<file path="src/rtl/sysctr_pkg.sv">
package sysctr_pkg;
  localparam int NUM_SRC = 2;

  typedef enum logic [1:0] {
    SEL_BAD_LO = 2'd0,
    SEL_SRC0   = 2'd1,
    SEL_SRC1   = 2'd2,
    SEL_BAD_HI = 2'd3
  } clk_sel_e;

  // Strobes from the control path to the datapath
  typedef struct packed {
    logic load;
    logic advance;
    logic useScale;
    logic srcIdx;
  } ctr_strobe_t;
endpackage

</file>
<file path="src/rtl/sysctr_ctrl.sv">
module sysctr_ctrl
  import sysctr_pkg::*;
(
  input  logic        tick,
  input  logic        cntEnable,
  input  logic        scaleEnable,
  input  logic        haltOnDbgEn,
  input  logic        dbgReq,
  input  logic [1:0]  clkSel,
  input  logic        loadEn,
  output ctr_strobe_t strobe,
  output logic        halted
);
  logic selValid;
  logic haltNow;

  always_comb begin
    selValid = (clk_sel_e'(clkSel) == SEL_SRC0) || (clk_sel_e'(clkSel) == SEL_SRC1);
    haltNow  = haltOnDbgEn && dbgReq;
    strobe.load     = loadEn;
    // a load wins over any increment in the same cycle
    strobe.advance  = !loadEn && tick && cntEnable && !haltNow && selValid;
    strobe.useScale = scaleEnable;
    strobe.srcIdx   = (clk_sel_e'(clkSel) == SEL_SRC1);
  end

  assign halted = haltNow;
endmodule

</file>
<file path="src/rtl/sysctr_datapath.sv">
module sysctr_datapath
  import sysctr_pkg::*;
#(
  parameter int CNT_W  = 64,
  parameter int INT_W  = 8,
  parameter int FRAC_W = 24
) (
  input  logic                      clk,
  input  logic                      rstN,
  input  ctr_strobe_t               strobe,
  input  logic                      scaleWrEn,
  input  logic                      scaleWrSel,
  input  logic [INT_W+FRAC_W-1:0]   scaleWrData,
  input  logic [CNT_W-1:0]          loadValue,
  output logic [CNT_W-1:0]          count
);
  localparam int SCALE_W = INT_W + FRAC_W;
  localparam int ACC_W   = CNT_W + FRAC_W;
  localparam logic [SCALE_W-1:0] SCALE_ONE = SCALE_W'(1) << FRAC_W;

  logic [SCALE_W-1:0] scaleReg [NUM_SRC];
  logic [FRAC_W-1:0]  fracAcc;
  logic [SCALE_W-1:0] activeScale;
  logic [ACC_W-1:0]   incr;
  logic [ACC_W-1:0]   accSum;

  for (genvar g = 0; g < NUM_SRC; g++) begin : g_scale
    always_ff @(posedge clk or negedge rstN) begin
      if (!rstN) begin
        scaleReg[g] <= SCALE_ONE;
      end else if (scaleWrEn && (int'(scaleWrSel) == g)) begin
        scaleReg[g] <= scaleWrData;
      end
    end
  end

  always_comb begin
    activeScale = scaleReg[strobe.srcIdx];
    incr   = strobe.useScale ? ACC_W'(activeScale) : ACC_W'(SCALE_ONE);
    accSum = {count, fracAcc} + incr;
  end

  always_ff @(posedge clk or negedge rstN) begin
    if (!rstN) begin
      count   <= '0;
      fracAcc <= '0;
    end else if (strobe.load) begin
      count   <= loadValue;
      fracAcc <= '0;
    end else if (strobe.advance) begin
      count   <= accSum[ACC_W-1:FRAC_W];
      fracAcc <= accSum[FRAC_W-1:0];
    end
  end
endmodule

</file>
<file path="src/rtl/scaled_sys_counter.sv">
module scaled_sys_counter
  import sysctr_pkg::*;
#(
  parameter int CNT_W  = 64,
  parameter int INT_W  = 8,
  parameter int FRAC_W = 24
) (
  input  logic                    clk,
  input  logic                    rstN,
  input  logic                    tick,
  input  logic                    cntEnable,
  input  logic                    scaleEnable,
  input  logic                    haltOnDbgEn,
  input  logic                    dbgReq,
  input  logic [1:0]              clkSel,
  input  logic                    scaleWrEn,
  input  logic                    scaleWrSel,
  input  logic [INT_W+FRAC_W-1:0] scaleWrData,
  input  logic                    loadEn,
  input  logic [CNT_W-1:0]        loadValue,
  output logic [CNT_W-1:0]        count,
  output logic                    halted
);
  ctr_strobe_t strobe;

  sysctr_ctrl u_ctrl (
    .tick        (tick),
    .cntEnable   (cntEnable),
    .scaleEnable (scaleEnable),
    .haltOnDbgEn (haltOnDbgEn),
    .dbgReq      (dbgReq),
    .clkSel      (clkSel),
    .loadEn      (loadEn),
    .strobe      (strobe),
    .halted      (halted)
  );

  sysctr_datapath #(
    .CNT_W  (CNT_W),
    .INT_W  (INT_W),
    .FRAC_W (FRAC_W)
  ) u_dp (
    .clk         (clk),
    .rstN        (rstN),
    .strobe      (strobe),
    .scaleWrEn   (scaleWrEn),
    .scaleWrSel  (scaleWrSel),
    .scaleWrData (scaleWrData),
    .loadValue   (loadValue),
    .count       (count)
  );
endmodule

</file>
<file path="config.mk">
export PLATFORM = sky130hd
export DESIGN_NAME = scaled_sys_counter
export DESIGN_NICKNAME = d
export VERILOG_FILES = /design/src/rtl/sysctr_pkg.sv /design/src/rtl/sysctr_ctrl.sv /design/src/rtl/sysctr_datapath.sv /design/src/rtl/scaled_sys_counter.sv
export SDC_FILE = /design/constraint.sdc
export NUM_CORES = 1
export LEC_CHECK = 0
export ABC_AREA = 1
export BUFFER_PORTS_ARGS = -buffer_cell sky130_fd_sc_hd__buf_4
export CORE_ASPECT_RATIO = 0.6
export CORE_UTILIZATION = 30
export DETAILED_ROUTE_END_ITERATION = 6
export GPL_TIMING_DRIVEN = 0
export HOLD_SLACK_MARGIN = 0.1
export SLEW_MARGIN = 20
export SYNTH_ARGS = -nofsm -noshare
export SYNTH_HDL_FRONTEND = slang
export SYNTH_SLANG_ARGS = --single-unit
</file>
<file path="constraint.sdc">
create_clock -name clk -period 3.96 [get_ports clk]
set_input_delay 0.792 -clock clk [delete_from_list [all_inputs] [get_ports clk]]
set_output_delay 0.792 -clock clk [all_outputs]
set_load 0.01 [all_outputs]
</file>
==> summary.txt, run 1 <==
Status
  • Status: finished, violations left
  • Failing checks: design-rule violations

Logic synthesis
  • Count leader, synth: nand2_1
  • Yosys reg bits: 152
  • Netlist cell types: 37
  • Post-synthesis cell count: 2032
  • Sequential share of the synthesized area: 31.6%
  • EDFF count, synth: 0
  • Synthesized net count: 2174
  • Mapped Avg Cell Area: 5.93 µm²
  • Post-synth top area share: 31.2%
  • Top_reg_cell synth: dfrtp_1
  • Largest cells by area after synthesis: dfrtp_1 (31%), nand2_1 (24%), inv_1 (9.7%)
  • Syn. warnings: 0
  • Yosys top cell by area: dfrtp_1
  • Commonest cells post-synth: nand2_1 (767), inv_1 (310), nor2_1 (265)
  • Mapped Area: 0.0120 mm²
  • Post-synth ARST share: 100%

Setup path
  • Flop-to-flop setup slack: 0.87 ns
  • Crit-path most repeated cell: nand2_1
  • CP startpoint kind: input port
  • Critical Path AT: 4.10 ns
  • Crit Path Category: in -> reg
  • Reg2reg start: u_dp.scaleReg[33]$_DFFE_PN0P_
  • CP max stage delay: 0.39 ns
  • Critical path fanouts, max: 10
  • Slowest CP cell: fa_1
  • FF-to-FF End: u_dp.count[40]$_DFFE_PN0P_
  • Worst setup EP type: flop
  • CP cell instances: buf_4, inv_1, ha_4, clkbuf_4, o21ai_0, nor2_4, ha_2, inv_1, fa_1, inv_1, nand2_1, nand2_1, nand3_1, nand2_2, nand2_1, nand3_2, nand2_1, nand2_1, nand2_1, nand2_1, nand3_1, nand2_1, nand2_1
  • Crit path required time: 4.31 ns
  • Worst Reg-to-Reg Cells: 18

STA
  • Fmax: 267 MHz
  • Hold Vio Cnt, Final: 0
  • Max Slew Vio Count: 0
  • Period minus WS final: 3.75 ns
  • Worst Clk Skew: 0.0144 ns
  • Slew headroom: 29.4%
  • Worst hold margin: 0.247 ns
  • Worst-margin pin slew: 1.05 ns
  • Final setup vio count: 0
  • Crit share post-route: 94.7%

Route
  • DR vias: 13800
  • Via density: 4.99
  • Detailed Routing Iterations Pass 1: 7
  • Routed WL per cell: 19.8 µm
  • Drt total wl: 54.7 mm
  • DR iter-0 viols: 1600
  • Routed Antenna Nets: 0
  • Drt drc: 10

Power and ir drop
  • Peak VDD IR: 0.290 mV
  • Power density over the cells: 338 mW/mm²
  • Leakage dissipation: 7.96 nW

Floorplan
  • Num rows: 56
  • Chip Width: 261 µm
  • Core area: 0.0393 mm²
  • Boundary Pins: 173
  • Initial Util: 30.6%
  • Die Y: 157 µm
  • Die area: 0.0410 mm²

Cells and area
  • Fin nets: 2365
  • Register area: 0.00381 mm²
  • Share of cells above drive strength 1: 11.4%
  • Antenna diodes: 0
  • Filler cell count: 4358
  • Post-layout util: 37.2%
  • Area Growth Syn to Fin: 21.6%
  • Multi-input gate area: 0.00687 mm²
  • Non-Filler Instances: 2758

Global route
  • Largest net degree at the start of global routing: 95
  • First-pass GRT wire length: 80.5 mm
  • Total Routing Usage GR: 27.2%
  • Global route overflow: 0
  • Antenna violations before repair: 3
  • Number of global-route vias before repair: 12500

Clock tree
  • CTS clk-pin slew, worst paths: 0.07 ns
  • # clock sinks: 152
  • CTS root buf: clkbuf_16
  • Clk buf depth: 2
  • Htree depth: 4
  • TritonCTS clock tree: built
  • Clk Latency, worst-skew pair: 0.46 ns
  • # hold bufs at CTS: 0
  • CTS Buf Count: 17

Placed design
  • Routability congestion estimate: 1.03
  • Post-DP HPWL: 45.1 mm
  • PortBufs: 171
  • Placed Cells: 2726

Hold path
  • Hold crit path type: in -> async

Job
  • Max-cap violation count: 0
[layer usage]
layer	vias up	track usage [%]	share of wire [%]
met3	33	10.2	12
met4	2	4.26	0.94
met1	6473	43.5	52
met5	-	1.93	0.20
met2	549	33.1	35
li1	6710	-	-
[how the worst max path moves through the flow]
stage	start	endpoint	depth (start not counted)	slack, ns
2_1_floorplan	clkSel[0]	u_dp.count[40]$_DFFE_PN0P_	23	0.68
3_3_place_gp	clkSel[0]	u_dp.count[44]$_DFFE_PN0P_	23	-1.12
3_5_place_dp	clkSel[0]	u_dp.count[44]$_DFFE_PN0P_	23	-1.13
4_1_cts	clkSel[0]	u_dp.count[36]$_DFFE_PN0P_	23	0.02
5_1_grt	clkSel[0]	u_dp.count[40]$_DFFE_PN0P_	23	-0.004
6_report	clkSel[0]	u_dp.count[40]$_DFFE_PN0P_	23	0.21
[power by group]
part	switching [W]	internal (W)	leakage [nW]
clock network	0.000749	0.000946	0.274
registers	0.000268	0.00173	1.90
logic	0.000774	0.000471	5.79
total	0.00179	0.00315	7.96
[stage by stage]
step | TNS, ns | instance area [µm²] | power (W) | setup slack (ns)
after global routing | -0.00399 | 14600 | 0.00520 | -0.00399
after detailed placement | -38.64 | 14000 | 0.00324 | -1.13
after CTS | 0 | 14600 | 0.00494 | 0.0193
final | 0 | 14600 | 0.00494 | 0.212
after floorplan | 0 | 12000 | 0.00260 | 0.684
after global placement | -38.48 | 14000 | 0.00322 | -1.12
[what timing repair did]
action                                  CTS  global route
buffers inserted                          0             0
endpoints found under the setup margin   36            25
pin swaps                                 1             1
gates resized for setup                   7             9
hold endpoints to repair                  0             0
[state kept, by name, indices dropped and copies added, names as in the netlist]
register       flops
u_dp.count        64
u_dp.fracAcc      24
u_dp.scaleReg     64
[cells by family (layout without fill, tap and decap cells)]
group / Yosys count / count (layout) / share of synthesized area, %
buffers and inverters: 365 / 569 / 11.7
adders and majority gates: 34 / 34 / 3.60
AOI/OAI and AO/OA: 184 / 184 / 8.01
xor gates and xnor gates: 12 / 12 / 0.873
DFF: 152 / 152 / 31.6
and+or+nand+nor: 1285 / 1285 / 44.2
[area by class of cell]
cell class / instances / share of cell area (%)
Multi-Input combinational cell: 1515 / 46.9
Timing Repair Buffer: 172 / 9.01
Buffer: 52 / 1.65
Clock inverter: 11 / 0.846
Tap cell: 522 / 4.46
Sequential cell: 152 / 26.0
Inverter: 313 / 8.03
Clock buffer: 21 / 3.08
[cell usage in the layout (no fill, tap or decap), types with 2 or more instances in the layout]
master / count
and2_1: 3
inv_1: 309
nand2_1: 765
buf_2: 4
nand2_2: 4
nand4_1: 35
clkbuf_8: 4
nand3b_1: 12
clkbuf_16: 17
nor2_1: 264
buf_1: 2
clkbuf_1: 43
nand3_2: 15
nor3_1: 15
a21oi_1: 26
clkbuf_4: 2
o211ai_1: 9
dfrtp_1: 150
o31ai_1: 3
clkinv_2: 3
inv_2: 3
o21ai_1: 2
ha_1: 31
clkinvlp_4: 3
xor2_1: 8
nand3_1: 150
dfstp_2: 2
o21ai_0: 140
inv_6: 2
buf_4: 171
bufinv_16: 2
nor3_2: 2
nor2_2: 13
xnor2_1: 4
nor4_1: 3
[critical path: cells and delay by family]
family | cells | cell delay [ns]
and+or+nand+nor | 14 | 1.64
adders and majority gates | 3 | 0.86
AOI/OAI and AO/OA | 1 | 0.17
buffers and inverters | 5 | 0.62
Note: power is estimated with default switching activity, not from simulation.
==> run 2, diff against run 1 <==
Settings changed: MAX_ROUTING_LAYER set to met4.
==> run 2 against run 1 <==
Net effect:
- the run still ends with design-rule violations left
- power decreased by 0.91%
- critical path depth decreased by 4
- final area fell by 0.22%
- die area unchanged
- first-iteration DRC count is 4.1% higher
==> summary.txt, run 2 (synthesis gave the netlist of run 1 again) <==
Setup path
  • CP max stage delay: 0.45 ns
  • CP cell instances: buf_4, inv_1, ha_4, inv_2, clkbuf_1, nor2_1, nor2_1, ha_1, nand2_1, nor2_1, nand3_1, nand3_2, nand2_1, nand2_2, nand3_1, nand3_1, nand3_1, nand2_1, nand2_1
  • Slowest CP cell: clkbuf_1
  • Critical path's top delay family: simple AND/OR/NAND/NOR gates
  • Crit path required time: 4.31 ns
  • Critical Path AT: 4.08 ns
  • Worst setup EP type: flop
  • CP startpoint kind: input port
  • Critical path fanouts, max: 10
  • Crit Path Category: in -> reg
  • CP bufs+invs: 4
  • Flop-to-flop setup slack: 0.81 ns

Floorplan
  • Chip Width: 261 µm
  • Core area: 0.0393 mm²
  • Die area: 0.0410 mm²
  • Boundary Pins: 173
  • Initial Util: 30.6%
  • Num rows: 56
  • Die Y: 157 µm

STA
  • Worst Clk Skew: 0.0197 ns
  • Worst-margin pin slew: 0.948 ns
  • Slew headroom: 36.8%
  • Period minus WS final: 3.73 ns
  • Crit share post-route: 94.3%
  • Fmax: 268 MHz
  • Unrepaired setup endpoints after global routing: no
  • Hold Vio Cnt, Final: 0
  • Max Slew Vio Count: 0
  • Final setup vio count: 0
  • Final WS setup: 0.226 ns

Cells and area
  • Non-Filler Instances: 2757
  • Most common cell after layout, fill and taps aside: nand2_1
  • Share of cells above drive strength 1: 11.4%
  • Design Area, Final: 0.0146 mm²
  • Most frequent cells in the layout: nand2_1 (766), inv_1 (309), nor2_1 (264)
  • Fin nets: 2364
  • Largest regs: u_dp.count x64, u_dp.scaleReg x64, u_dp.fracAcc x24
  • Post-layout util: 37.2%
  • Area Growth Syn to Fin: 21.3%
  • Antenna diodes: 0
  • Filler cell count: 4314

Power and ir drop
  • Peak VDD IR: 0.284 mV
  • Power density over the cells: 335 mW/mm²
  • Leakage dissipation: 7.96 nW
  • Power, Total: 0.00490 W

Clock tree
  • TritonCTS clock tree: built
  • # clock sinks: 152
  • Htree depth: 4
  • CTS clk-pin slew, worst paths: 0.07 ns
  • CTS Buf Count: 17
  • Total setup buffers inserted after CTS: 0
  • # hold bufs at CTS: 0
  • Post_cts resized: 7
  • Clk Latency, worst-skew pair: 0.46 ns
  • Clk buf depth: 2
  • CTS root buf: clkbuf_16

Placed design
  • Placed cell areas: 0.0140 mm²
  • Routability congestion estimate: 1.11
  • PortBufs: 171
  • DP Worst Slack: -1.01 ns
  • Placed Cells: 2726
  • Post-DP HPWL: 45.4 mm

Route
  • Detailed Routing Iterations Pass 1: 7
  • Drt drc: 8
  • Routed WL per cell: 19.9 µm
  • Via density: 5.01
  • DR iter-0 viols: 1665
  • Routed Antenna Nets: 0
  • DR vias: 13800
  • Drt total wl: 54.8 mm

Status
  • Status: finished, violations left
  • Failing checks: design-rule violations

Global route
  • Largest net degree at the start of global routing: 96
  • Global route overflow: 0
  • Total Routing Usage GR: 28.1%
  • Number of global-route vias before repair: 12600
  • Antenna violations before repair: 3
  • First-pass GRT wire length: 80.7 mm

Job
  • Max-cap violation count: 0

Hold path
  • Hold crit path type: in -> async
## run 2: final cells by class
type                    instances  area (µm²)  share of cell area, %
multi-input cells            1515        6860                   47.0
inverters                     313        1170                   8.04
clock inverters                12         119                  0.814
clock buffers                  20         437                   2.99
well taps                     522         653                   4.47
plain buffers                  51         238                   1.63
repair buffers                172        1320                   9.03
flip-flops and latches        152        3810                   26.1
## run 2: through the flow
stage                     TNS (ns)  hold slack [ns]
after global routing             0            0.290
after CTS                        0            0.281
after detailed placement    -32.28            0.468
after floorplan                  0            0.448
final                            0            0.264
after global placement      -32.61            0.461
## run 2: worst paths after layout
check / from / endpoint / cells past startpoint
setup / recovery: clkSel[0] / u_dp.count[57]$_DFFE_PN0P_ / 19
hold / removal: rstN / u_dp.count[16]$_DFFE_PN0P_ / 1
setup reg to reg: u_dp.count[17]$_DFFE_PN0P_ / u_dp.count[46]$_DFFE_PN0P_ / 9
hold reg to reg: u_dp.scaleReg[57]$_DFFE_PN0P_ / u_dp.scaleReg[57]$_DFFE_PN0P_ / 2
max in group asynchronous: rstN / u_dp.scaleReg[33]$_DFFE_PN0P_ / 2
min in group clk: u_dp.scaleReg[57]$_DFFE_PN0P_ / u_dp.scaleReg[57]$_DFFE_PN0P_ / 2
## run 2: power by group
part           switching [W]  leakage (nW)  internal [W]  total [W]
logic               0.000774          5.79      0.000470    0.00124
registers           0.000268          1.90       0.00173    0.00200
clock network       0.000774         0.268      0.000877    0.00165
## run 2: layer usage
layer	track usage (%)	part of all wire, %	vias to the layer above
met3	7.36	11	33
met5	-	0	-
li1	-	-	6688
met1	45.3	53	6435
met4	3.48	0.65	0
met2	33.9	35	651
